File: config.mk
export PLATFORM = sky130hd
export DESIGN_NAME = trace_bp_filter
export DESIGN_NICKNAME = d
export VERILOG_FILES = /design/src/rtl/trace_bp_pkg.sv /design/src/rtl/trace_bp_cfg.sv /design/src/rtl/trace_bp_match.sv /design/src/rtl/trace_bp_outreg.sv /design/src/rtl/trace_bp_filter.sv
export SDC_FILE = /design/constraint.sdc
export NUM_CORES = 1
export LEC_CHECK = 0
export BUFFER_PORTS_ARGS = -buffer_cell sky130_fd_sc_hd__buf_2
export CORE_UTILIZATION = 48
export DETAILED_ROUTE_END_ITERATION = 7
export MAX_ROUTING_LAYER = met4
export PLACE_DENSITY = 0.89
export SYNTH_ARGS = -nofsm -noshare
export SYNTH_HDL_FRONTEND = slang
export SYNTH_SLANG_ARGS = --single-unit
File: constraint.sdc
create_clock -name clk_i -period 2.9 [get_ports clk_i]
set_clock_uncertainty 0.1 [all_clocks]
set_input_delay 0.58 -clock clk_i [delete_from_list [all_inputs] [get_ports clk_i]]
set_output_delay 0.58 -clock clk_i [all_outputs]
set_load 0.05 [all_outputs]
File: src/rtl/trace_bp_pkg.sv
package trace_bp_pkg;
  typedef enum logic [1:0] {
    BP_DROP = 2'd0,
    BP_PASS = 2'd1,
    BP_ADDR = 2'd2,
    BP_EXC  = 2'd3
  } bp_mode_e;

  localparam logic CFG_SEL_MODE  = 1'b0;
  localparam logic CFG_SEL_MATCH = 1'b1;
endpackage

File: src/rtl/trace_bp_cfg.sv
module trace_bp_cfg
  import trace_bp_pkg::*;
#(
  parameter int MATCH_W = 32
) (
  input  logic               clk_i,
  input  logic               rst_ni,
  input  logic               paused_i,
  input  logic               we_i,
  input  logic               sel_i,
  input  logic [MATCH_W-1:0] wdata_i,
  output bp_mode_e           mode_o,
  output logic [MATCH_W-1:0] match_o
);
  bp_mode_e           mode_q;
  logic [MATCH_W-1:0] match_q;
  logic               wr_ok;

  // writes only land while the domain clock is stopped
  assign wr_ok = we_i && paused_i;

  always_ff @(posedge clk_i or negedge rst_ni) begin
    if (!rst_ni) begin
      mode_q  <= BP_PASS;
      match_q <= '0;
    end else if (wr_ok) begin
      if (sel_i == CFG_SEL_MODE) mode_q <= bp_mode_e'(wdata_i[1:0]);
      else                       match_q <= wdata_i;
    end
  end

  assign mode_o  = mode_q;
  assign match_o = match_q;
endmodule

File: src/rtl/trace_bp_match.sv
module trace_bp_match
  import trace_bp_pkg::*;
#(
  parameter int ADDR_W  = 32,
  parameter int EXC_W   = 5,
  parameter int MATCH_W = 32
) (
  input  logic               clk_i,
  input  logic               rst_ni,
  input  bp_mode_e           mode_i,
  input  logic [MATCH_W-1:0] match_i,
  input  logic [ADDR_W-1:0]  pc_i,
  input  logic [EXC_W-1:0]   exc_i,
  input  logic               accept_i,
  output logic               hit_o,
  output logic               fwd_o
);
  logic skip_q;
  logic pc_eq, exc_eq;

  generate
    if (MATCH_W > ADDR_W) begin : g_pc_wide
      assign pc_eq = (match_i[MATCH_W-1:ADDR_W] == '0) && (pc_i == match_i[ADDR_W-1:0]);
    end else begin : g_pc_exact
      assign pc_eq = (pc_i == match_i[ADDR_W-1:0]);
    end
  endgenerate

  assign exc_eq = (exc_i == match_i[EXC_W-1:0]);

  always_comb begin
    hit_o = 1'b0;
    unique case (mode_i)
      BP_ADDR: hit_o = pc_eq  && !skip_q;
      BP_EXC:  hit_o = exc_eq && !skip_q;
      default: hit_o = 1'b0;
    endcase
  end

  assign fwd_o = (mode_i == BP_PASS) || hit_o;

  // the packet following a hit is exempt from matching
  always_ff @(posedge clk_i or negedge rst_ni) begin
    if (!rst_ni)       skip_q <= 1'b0;
    else if (accept_i) skip_q <= hit_o;
  end
endmodule

File: src/rtl/trace_bp_outreg.sv
module trace_bp_outreg #(
  parameter int W = 69
) (
  input  logic         clk_i,
  input  logic         rst_ni,
  input  logic         load_i,
  input  logic [W-1:0] data_i,
  input  logic         ready_i,
  output logic         space_o,
  output logic         valid_o,
  output logic [W-1:0] data_o
);
  logic         valid_q;
  logic [W-1:0] data_q;

  assign space_o = !valid_q || ready_i;

  always_ff @(posedge clk_i or negedge rst_ni) begin
    if (!rst_ni) begin
      valid_q <= 1'b0;
      data_q  <= '0;
    end else if (load_i && space_o) begin
      valid_q <= 1'b1;
      data_q  <= data_i;
    end else if (ready_i) begin
      valid_q <= 1'b0;
    end
  end

  assign valid_o = valid_q;
  assign data_o  = data_q;
endmodule

File: src/rtl/trace_bp_filter.sv
module trace_bp_filter
  import trace_bp_pkg::*;
#(
  parameter int ADDR_W  = 32,
  parameter int EXC_W   = 5,
  parameter int RES_W   = 32,
  parameter int MATCH_W = (ADDR_W > EXC_W) ? ADDR_W : EXC_W
) (
  input  logic               clk_i,
  input  logic               rst_ni,
  input  logic               in_valid_i,
  output logic               in_ready_o,
  input  logic [ADDR_W-1:0]  in_pc_i,
  input  logic [EXC_W-1:0]   in_exc_i,
  input  logic [RES_W-1:0]   in_res_i,
  output logic               out_valid_o,
  input  logic               out_ready_i,
  output logic [ADDR_W-1:0]  out_pc_o,
  output logic [EXC_W-1:0]   out_exc_o,
  output logic [RES_W-1:0]   out_res_o,
  input  logic               paused_i,
  input  logic               cfg_we_i,
  input  logic               cfg_sel_i,
  input  logic [MATCH_W-1:0] cfg_wdata_i,
  output logic               pause_req_o
);
  localparam int PKT_W = ADDR_W + EXC_W + RES_W;

  bp_mode_e           cfg_mode;
  logic [MATCH_W-1:0] cfg_match;
  logic               space, accept, hit, fwd;
  logic [PKT_W-1:0]   pkt_in, pkt_out;

  trace_bp_cfg #(.MATCH_W(MATCH_W)) u_cfg (
    .clk_i    (clk_i),
    .rst_ni   (rst_ni),
    .paused_i (paused_i),
    .we_i     (cfg_we_i),
    .sel_i    (cfg_sel_i),
    .wdata_i  (cfg_wdata_i),
    .mode_o   (cfg_mode),
    .match_o  (cfg_match)
  );

  assign accept = in_valid_i && space;

  trace_bp_match #(.ADDR_W(ADDR_W), .EXC_W(EXC_W), .MATCH_W(MATCH_W)) u_match (
    .clk_i    (clk_i),
    .rst_ni   (rst_ni),
    .mode_i   (cfg_mode),
    .match_i  (cfg_match),
    .pc_i     (in_pc_i),
    .exc_i    (in_exc_i),
    .accept_i (accept),
    .hit_o    (hit),
    .fwd_o    (fwd)
  );

  assign pkt_in = {in_pc_i, in_exc_i, in_res_i};

  trace_bp_outreg #(.W(PKT_W)) u_out (
    .clk_i   (clk_i),
    .rst_ni  (rst_ni),
    .load_i  (accept && fwd),
    .data_i  (pkt_in),
    .ready_i (out_ready_i),
    .space_o (space),
    .valid_o (out_valid_o),
    .data_o  (pkt_out)
  );

  assign {out_pc_o, out_exc_o, out_res_o} = pkt_out;
  assign in_ready_o  = space;
  assign pause_req_o = accept && hit;
endmodule

## Yosys cells after proc, flatten, opt, wreduce, memory -nomap -nowiden

Cells that the tools add are included.

| storage, ports and cells | value |
|---|---|
| bits in registers | 105 |
| input port bits | 108 |

| operators by class | value |
|---|---|
| equal/unequal tests | 5 |
| multiplexer cells | 3 |
| bitwise logic cells | 1 |
| reduce and logical (&&, ||, !) cells | 14 |

Operators with widths:

| kind | number |
|---|---|
| $eq A32 B32 Y1 | 1 |
| $logic_and A1 B1 Y1 | 7 |
| $eq A5 B5 Y1 | 1 |
| $eq A2 B2 Y1 const B | 2 |
| $reduce_and A2 Y1 | 2 |
| $eq A2 B1 Y1 const B | 1 |
| $logic_not A1 Y1 | 2 |
| $logic_or A1 B1 Y1 | 2 |
| $mux W1 | 2 |
| $pmux W1 S2 | 1 |
| $reduce_bool A2 Y1 | 1 |
| $not A1 Y1 | 1 |

## Longest topological paths before layout

Gate-level depths: netlist (run 1).

| depth | value |
|---|---|
| word-level depth | 7 |
| gate-level depth with buffers | 8 |

## By module

A second synthesis (run 1) with hierarchy kept.

| second synthesis, totals | value |
|---|---|
| cells, all modules | 284 |
| area total of the unflattened synthesis | 4534.3 µm² |

Modules (own cells, without submodules):

| module | instances | cells each | area each (µm²) | sequential area each (µm²) |
|---|---|---|---|---|
| trace_bp_outreg | 1 | 149 | 2645.0 | 1751.7 |
| trace_bp_cfg | 1 | 73 | 1398.8 | 852.1 |
| trace_bp_match | 1 | 59 | 471.7 | 25.0 |
| trace_bp_filter | 1 | 3 | 18.8 | 0.0 |

## Worst setup path before layout (run 1)

No wires, ideal clock.

| timing | value |
|---|---|
| path kind | input to output |
| start point | in in_pc_i[11] |
| end point | out pause_req_o |
| data arrival time | 2.375 ns |
| data required time | 2.220 ns |
| setup slack | -0.155 ns |
| cell stages on the path | 6 |
| buffers on the path | 0 |
| cell sequence | nor2b_1 a2111oi_2 nand4_1 nor4_2 nand2_1 a21oi_1 |

| between the ends | value |
|---|---|
| word-level cells in the longest chain between the ends | 4 |

Ends and longest elaborated chain:

| what | RTL line | source |
|---|---|---|
| from (decl) | trace_bp_filter.sv:13 | `input logic [ADDR_W-1:0] in_pc_i,` |
| $eq A32 B32 Y1 | trace_bp_match.sv:25 | `assign pc_eq = (pc_i == match_i[ADDR_W-1:0]);` |
| $logic_and A1 B1 Y1 | trace_bp_match.sv:34 | `BP_ADDR: hit_o = pc_eq && !skip_q;` |
| $pmux W1 S2 | trace_bp_match.sv:33 | `unique case (mode_i)` |
| $logic_and A1 B1 Y1 | trace_bp_filter.sv:74 | `assign pause_req_o = accept && hit;` |
| to (decl) | trace_bp_filter.sv:25 | `output logic pause_req_o` |

No other way between the ends.

## Worst setup path in the final report (run 1)

| timing | value |
|---|---|
| start point | reg u_cfg.match_q[5] (netlist: u_cfg.match_o[5]) |
| end point | out pause_req_o |

| between the ends | value |
|---|---|
| word-level cells in the longest chain between the ends | 4 |

Ends and longest elaborated chain:

| what | RTL line | source |
|---|---|---|
| from (decl) | trace_bp_cfg.sv:16 | `logic [MATCH_W-1:0] match_q;` |
| from (signal assigned) | trace_bp_cfg.sv:28 | `else match_q <= wdata_i;` |
| $eq A32 B32 Y1 | trace_bp_match.sv:25 |  |
| $logic_and A1 B1 Y1 | trace_bp_match.sv:34 |  |
| $pmux W1 S2 | trace_bp_match.sv:33 |  |
| $logic_and A1 B1 Y1 | trace_bp_filter.sv:74 |  |

No other way between the ends.

==> run metrics, run 1 <==
outcome=finished, violations left; failing checks=design-rule violations; ANT nets after route=0; global-route wire length before repair=between 15 and 20 mm; kind of cell adding the most delay to the critical path=simple AND/OR/NAND/NOR gates; final std cells w/o fill=slightly below 600; Crit Path Max Fanout=2; synth warn=0; First DRT Iteration DRCs=between 70 and 80; worst path cell trace=xor2_1, or4_4, a2111oi_4, nand2_1, a21oi_2, buf_6; chip height=approximately 98 um; met3 Use GR=approximately 4.9%; dpl cells=roughly 580; Via density=~5.1; Crit path buffers/inverters=1; largest net degree at the start of global routing=50; HPWL Detailed=about 7.3 mm; switching share of power=~48%; Crit Path Class=flop to primary output; vias in the first global route=~3,300; ANT cells=0; final core occ=between 60 and 70%; sequential element share of the synthesized area=approximately 59%; Crit path largest cell delay=approximately 0.55 ns; Cell Area, Synth=roughly 4400 um^2; Pwr Density=around 1100 nW/um^2; gpl congestion=~0.75; most frequent cells in the layout=buf_2, dfrtp_1, mux2_2; layout net count=around 590; Clock Latency Late Sink=0.35 ns; Die ar.=9642 um^2; Initial Util=between 50% and 60%; wire per inst=16.33 um; upper clock frequency limit=between 300 and 400 MHz; # setup viols final=0; Port-buffer cells=approximately 180; Layout area overhead=29.75%; initial antenna violation count=0; grt met1 use=24.77%; Top Usage Layer GRT=met2; share of layout cells above drive strength 1=roughly two thirds; clock sink count=approximately 110; P_sw=between 0.003 and 0.004 W; final worst slack=around 0.022 ns; RSZ-0062 raised after global routing=yes; Final Slew Violations=0; clock power share=approximately 13%; Netlist cell types=29; post-synth net total=around 400; DRC=11; leading cell type in the layout, fill and taps excluded=buf_2; drt pass-1 iters=7; HP Class=input pin to async pin; CTS tree=done; Syn Area/Cell=between 15 and 20 um^2; Clock transition at path regs=roughly 0.1 ns; layout filler cell count=between 600 and 700; row count=34; Startpoint Class=flop; GRT Total Usage=a little over a fifth; WP data arrival=between 2 and 2.5 ns; Leak=2.804 nW; slowest library cell on the worst path=or4_4; GR Util met2=37.43%; hold buffers post-CTS=0; dpl ws=-0.09544 ns; vias=a little over 3,000; core area=8848 um^2; Final Cycle Share=between 90 and 100%; cts bufs inserted=9; Flop pwr share=a little over a third; Hold Fails Final Rpt=0; min Tclk post-route=2.878 ns; Max Cap Viol=0; Pint=0.003372 W; routed wire length=just under 10 mm; Setup crit end kind=primary output; H-Tree Depth=3; Crit path depth=6; die width=98.20 um; total power draw=around 0.0065 W; clk buf depth=2; Worst-Margin Slew=0.6330 ns; VDD IR max=between 0.6 and 0.7 mV; combinational group share of total power=around 51%; Root Buffer=clkbuf_8; CP Data Required Time=roughly 2.2 ns; Post-Syn Instances=between 200 and 300; Ports=180; Reg2Reg Depth=8; worst rel slew slack=between 50% and 60%; GRT overflow=0; #FFs+latches synth=around 110
sequential cells by signal, indices dropped and copies added (netlist names):
signal          flops
u_cfg.match_o      32
u_cfg.mode_o        2
u_match.skip_q      1
u_out.data_o       69
u_out.valid_o       1
power groups by stage:
stage,clock (W),combinational (W),sequential (W)
CTS,0.000870,0.00335,0.00236
detailed placement,0,0.00333,0.00239
global placement,0,0.00327,0.00234
floorplan,0,0.000759,0.00411
global route,0.000919,0.00346,0.00243
finish,0.000844,0.00333,0.00235
layout make-up:
type                       instances  area (um^2)  area share, %
timing repair buffer             190         1025          17.78
sequential                       105         2629          45.61
multi-input combinational        172         1772          30.74
inverter                           6        22.52         0.3908
clock inverter                     5        38.79         0.6730
tap                              108        135.1          2.345
clock buffer                      11        141.4          2.453
worst paths after layout:
path                                               from  slack, ns                             to
min in group clk_i                         in_res_i[18]       0.35   u_out.data_o[18]$_DFFE_PN0P_
setup / recovery           u_cfg.match_o[5]$_DFFE_PN0P_       0.02                    pause_req_o
setup reg to reg           u_cfg.match_o[5]$_DFFE_PN0P_       0.32   u_out.data_o[66]$_DFFE_PN0P_
hold / removal                                   rst_ni       0.12  u_cfg.match_o[30]$_DFFE_PN0P_
max in group asynchronous                        rst_ni       1.89   u_out.data_o[49]$_DFFE_PN0P_
hold reg to reg            u_out.data_o[20]$_DFFE_PN0P_       0.41   u_out.data_o[20]$_DFFE_PN0P_
repair_timing:
action                     4_1_cts  5_1_grt
setup endpoints to repair        1        1
buffers inserted                 3        0
gates resized for setup          5        1
pin swaps                        7        0
synthesized netlist by cell type, drive strengths merged:
cell type  count  share of area, %
or4            1              0.17
a2111oi        2              0.96
mux2         103                27
nand4          4              0.56
a21oi          2              0.23
dfrtp        104                59
nor3b          1              0.17
nor2           1             0.084
nor2b          4              0.56
o22ai          2              0.28
nand3          5              0.56
dfstp          1              0.59
nand2          4              0.34
buf            9               1.2
a31oi          1              0.14
nor4           5              0.84
nand3b         1              0.17
nand2b         2              0.28
o211ai         1              0.17
xor2          19               3.7
clkbuf         1             0.084
inv            6              0.51
xnor2         13               2.6
a41oi          1              0.20
per-layer routing:
layer,wire length [um],part of all wire [%]
met1,4001,41
met2,5134,53
met3,503,5.2
met4,110,1.1
met5,0,0
logic make-up (layout without fill, tap and decap cells):
| group | Yosys count | count (layout) | share of synthesized area [%] |
|---|---|---|---|
| xor gates and xnor gates | 32 | 32 | 6.310 |
| muxes | 103 | 103 | 26.96 |
| and+or+nand+nor | 28 | 28 | 3.746 |
| AOI/OAI and AO/OA | 9 | 9 | 1.972 |
| buffers and inverters | 16 | 212 | 1.831 |
| DFF | 105 | 105 | 59.18 |
metrics by stage:
stage                      TNS, ns  instance area (um^2)  hold slack [ns]
after floorplan                  0                  4446           0.1844
after global routing       -0.1030                  5763           0.1448
after global placement    -0.05544                  5538           0.3805
after CTS                        0                  5757           0.1406
after detailed placement  -0.09544                  5538           0.3875
final                            0                  5763           0.1226
Note: power is estimated with default switching activity, not from simulation.
==> run 2, diff against run 1 <==
--- a/config.mk
+++ b/config.mk
@@ -5,11 +5,12 @@
 export SDC_FILE = /design/constraint.sdc
 export NUM_CORES = 1
 export LEC_CHECK = 0
+export ABC_AREA = 1
 export BUFFER_PORTS_ARGS = -buffer_cell sky130_fd_sc_hd__buf_2
-export CORE_UTILIZATION = 48
+export CORE_UTILIZATION = 45
 export DETAILED_ROUTE_END_ITERATION = 7
 export MAX_ROUTING_LAYER = met4
-export PLACE_DENSITY = 0.89
+export PLACE_DENSITY = 0.75
 export SYNTH_ARGS = -nofsm -noshare
 export SYNTH_HDL_FRONTEND = slang
 export SYNTH_SLANG_ARGS = --single-unit
==> run 2 against run 1 <==
Effect of this change:
- the run now ends clean
- power is 7.8% lower
- setup slack better by 0.33 ns
- maximum frequency is 13% higher
- critical path type unchanged
==> run metrics, run 2 <==
post-CTS sizing=0 (-5); First DRT Iteration DRCs=279 (+280%); drt pass-1 iters=6 (-1); ANT cells=0 (unchanged); vias=4,162 (+36%); wire per inst=13.28 um (-19%); Largest register FFs=69 (unchanged); Port-buffer cells=179 (unchanged); hold buffers post-CTS=0 (unchanged); CTS tree=done; Crit Path Max Fanout=4 (+2); H-Tree Depth=3 (unchanged); global-route wire length before repair=19.15 mm (+23%); Fin Hold WS=0.1861 ns (+0.06350 ns); Die ar.=10,750 um^2 (+11%); outcome=complete, no violations; cts bufs inserted=9 (unchanged); Worst-Margin Slew=0.5506 ns (-0.08246 ns); RSZ-0062 raised after global routing=no; Final Cycle Share=88.03% (-11 points); GRT overflow=0 (unchanged); final worst slack=0.3473 ns (+0.3255 ns); Via density=4.840 (-5.4%); min Tclk post-route=2.553 ns (-0.3255 ns); Synth area leader=dfrtp_1; HP Class=input pin to async pin; top cell type's share of synthesized area=55.94% (-2.6 points); Max Cap Viol=0 (unchanged); fin area=5886 um^2 (+2.1%); Setup crit end kind=primary output; post-synth net total=659 (+64%); initial antenna violation count=0 (unchanged); Synth area leaders=dfrtp_1, nand2_1, nand3_1; Pwr Density=1022 nW/um^2 (-9.7%); clock sink count=105 (unchanged); die width=103.7 um (+5.6%); Root Buffer=clkbuf_8; leading cell type in the layout, fill and taps excluded=nand2_1; Synth Flop Type=dfrtp_1; Initial Util=46.94% (-3.3 points); Hold Fails Final Rpt=0 (unchanged); Syn Area/Cell=8.443 um^2 (-44%); Post-Syn Instances=551 (+88%); ANT nets after route=0 (unchanged); sequential element share of the synthesized area=56.51% (-2.7 points); Layout area overhead=26.52%; Final Slew Violations=0 (unchanged); layout filler cell count=917 (+35%); most common cell in the synthesized netlist=nand2_1; VDD IR max=0.6608 mV (+1.5%); Ports=180 (unchanged); Clock transition at path regs=0.09 ns (about the same); GRT Total Usage=22.80% (+1.4 points); largest net degree at the start of global routing=106 (+110%); Clock Latency Late Sink=0.36 ns (about the same); vias in the first global route=4,032 (+23%); Startpoint Class=flop; HPWL Detailed=8.163 mm (+12%); Netlist cell types=22 (-24%); number of synthesized flops with an enable pin=0 (unchanged); gpl congestion=0.8172 (+8.9%); Post-Place Cell Area=5680 um^2 (+2.6%); worst rel slew slack=63.30% (+5.5 points); #FFs+latches synth=105 (unchanged); most instantiated cells after synthesis=nand2_1, dfrtp_1, nand3_1; DRC=0 (-11); CP Data Required Time=2.22 ns (about the same); dpl ws=0.3380 ns (+0.4334 ns); Cell Area, Synth=4652 um^2 (+4.7%); Async SR Flop Fraction=100.0% (unchanged); upper clock frequency limit=391.7 MHz (+13%); layout net count=830 (+40%); Reg2Reg Depth=12 (+4); synth warn=0 (unchanged); # setup viols final=0 (unchanged); chip height=103.7 um (+5.6%); row count=36 (+5.9%); Crit Path Class=flop to primary output; routed wire length=11.42 mm (+17%); Leak=3.376 nW (+20%); clk buf depth=2 (unchanged); WP data arrival=1.87 ns (-0.33 ns); most frequent cells in the layout=nand2_1, buf_2, dfrtp_1; setup tns final=0 ns (unchanged); core area=9910 um^2 (+12%); post-CTS setup buffer count=0 (-3); share of layout cells above drive strength 1=30.26% (-35 points)
==> run 2: cell types whose count changed in the layout (fill, tap and decap cells not counted), moves of 3 or more <==
| cell | delta |
|---|---|
| o21ai_0 | +15 |
| nand3_1 | +72 |
| xor2_1 | -16 |
| nand2_1 | +194 |
| nor2_1 | +33 |
| xnor2_1 | -3 |
| nor2b_1 | -4 |
| a21oi_1 | +17 |
| inv_1 | +38 |
| mux2_4 | -10 |
| nand4_1 | -4 |
| nor4_2 | -3 |
| mux2_2 | -80 |
==> run 2: power by group <==
| group | switching, W | internal [W] |
|---|---|---|
| Clock | 0.000482 | 0.000444 |
| Combinational | 0.00217 | 0.000684 |
| Sequential | 0.000268 | 0.00196 |
==> run 2: area by class of cell <==
class                      count  area [um^2]  area share, %
sequential                   105         2629          44.66
inverter                      44        165.2          2.806
tap                          133        166.4          2.827
timing repair buffer         187        983.4          16.71
multi-input combinational    375         1737          29.51
clock buffer                  11        151.4          2.572
clock inverter                 5        53.80         0.9141
==> run 2: final timing paths <==
| kind | start | endpoint | slack, ns |
|---|---|---|---|
| setup / recovery | u_cfg.match_o[27]$_DFFE_PN0P_ | pause_req_o | 0.35 |
| hold / removal | rst_ni | u_out.data_o[4]$_DFFE_PN0P_ | 0.19 |
| setup reg to reg | u_cfg.match_o[27]$_DFFE_PN0P_ | u_out.data_o[16]$_DFFE_PN0P_ | 0.91 |
| hold reg to reg | u_out.data_o[63]$_DFFE_PN0P_ | u_out.data_o[63]$_DFFE_PN0P_ | 0.41 |
| max in group asynchronous | rst_ni | u_out.data_o[39]$_DFFE_PN0P_ | 2.10 |
| min in group clk_i | in_res_i[0] | u_out.data_o[0]$_DFFE_PN0P_ | 0.31 |
==> run 2: metal layers <==
| layer | vias up | share of wire, % | global-route usage [%] |
|---|---|---|---|
| met5 | - | 0 | - |
| met4 | 0 | 1.1 | 6.735 |
| met3 | 13 | 6.5 | 4.846 |
| met2 | 164 | 47 | 35.38 |
| met1 | 1920 | 46 | 30.32 |
| li1 | 2065 | - | - |
==> run 2: kinds of logic after synthesis <==
kind of cell	after synthesis	share of synthesized area, %
simple gates	314	27.81
flops	105	56.51
buf+inv	71	6.267
compound gates	35	3.819
xor+xnor	13	2.448
mux	13	3.147
==> run 2: worst max-delay path, stage by stage (launching register included) <==
cell and delay [ns]:
dfrtp_1 0.40, nand2_1 0.06, o21ai_0 0.07, nor2_1 0.11, nand3_1 0.10, nor2_1 0.16
nand3_1 0.11, nand2_1 0.08, nand2_2 0.10, inv_1 0.07, buf_2 0.25
==> run 2: per-stage QoR <==
stage	std cells	power [W]	utilization (%)
2_1_floorplan	551	0.004374	-
3_3_place_gp	844	0.005065	57.32
3_5_place_dp	844	0.005128	57.32
4_1_cts	860	0.006065	59.39
5_1_grt	860	0.006342	59.39
6_report	860	0.006016	59.39
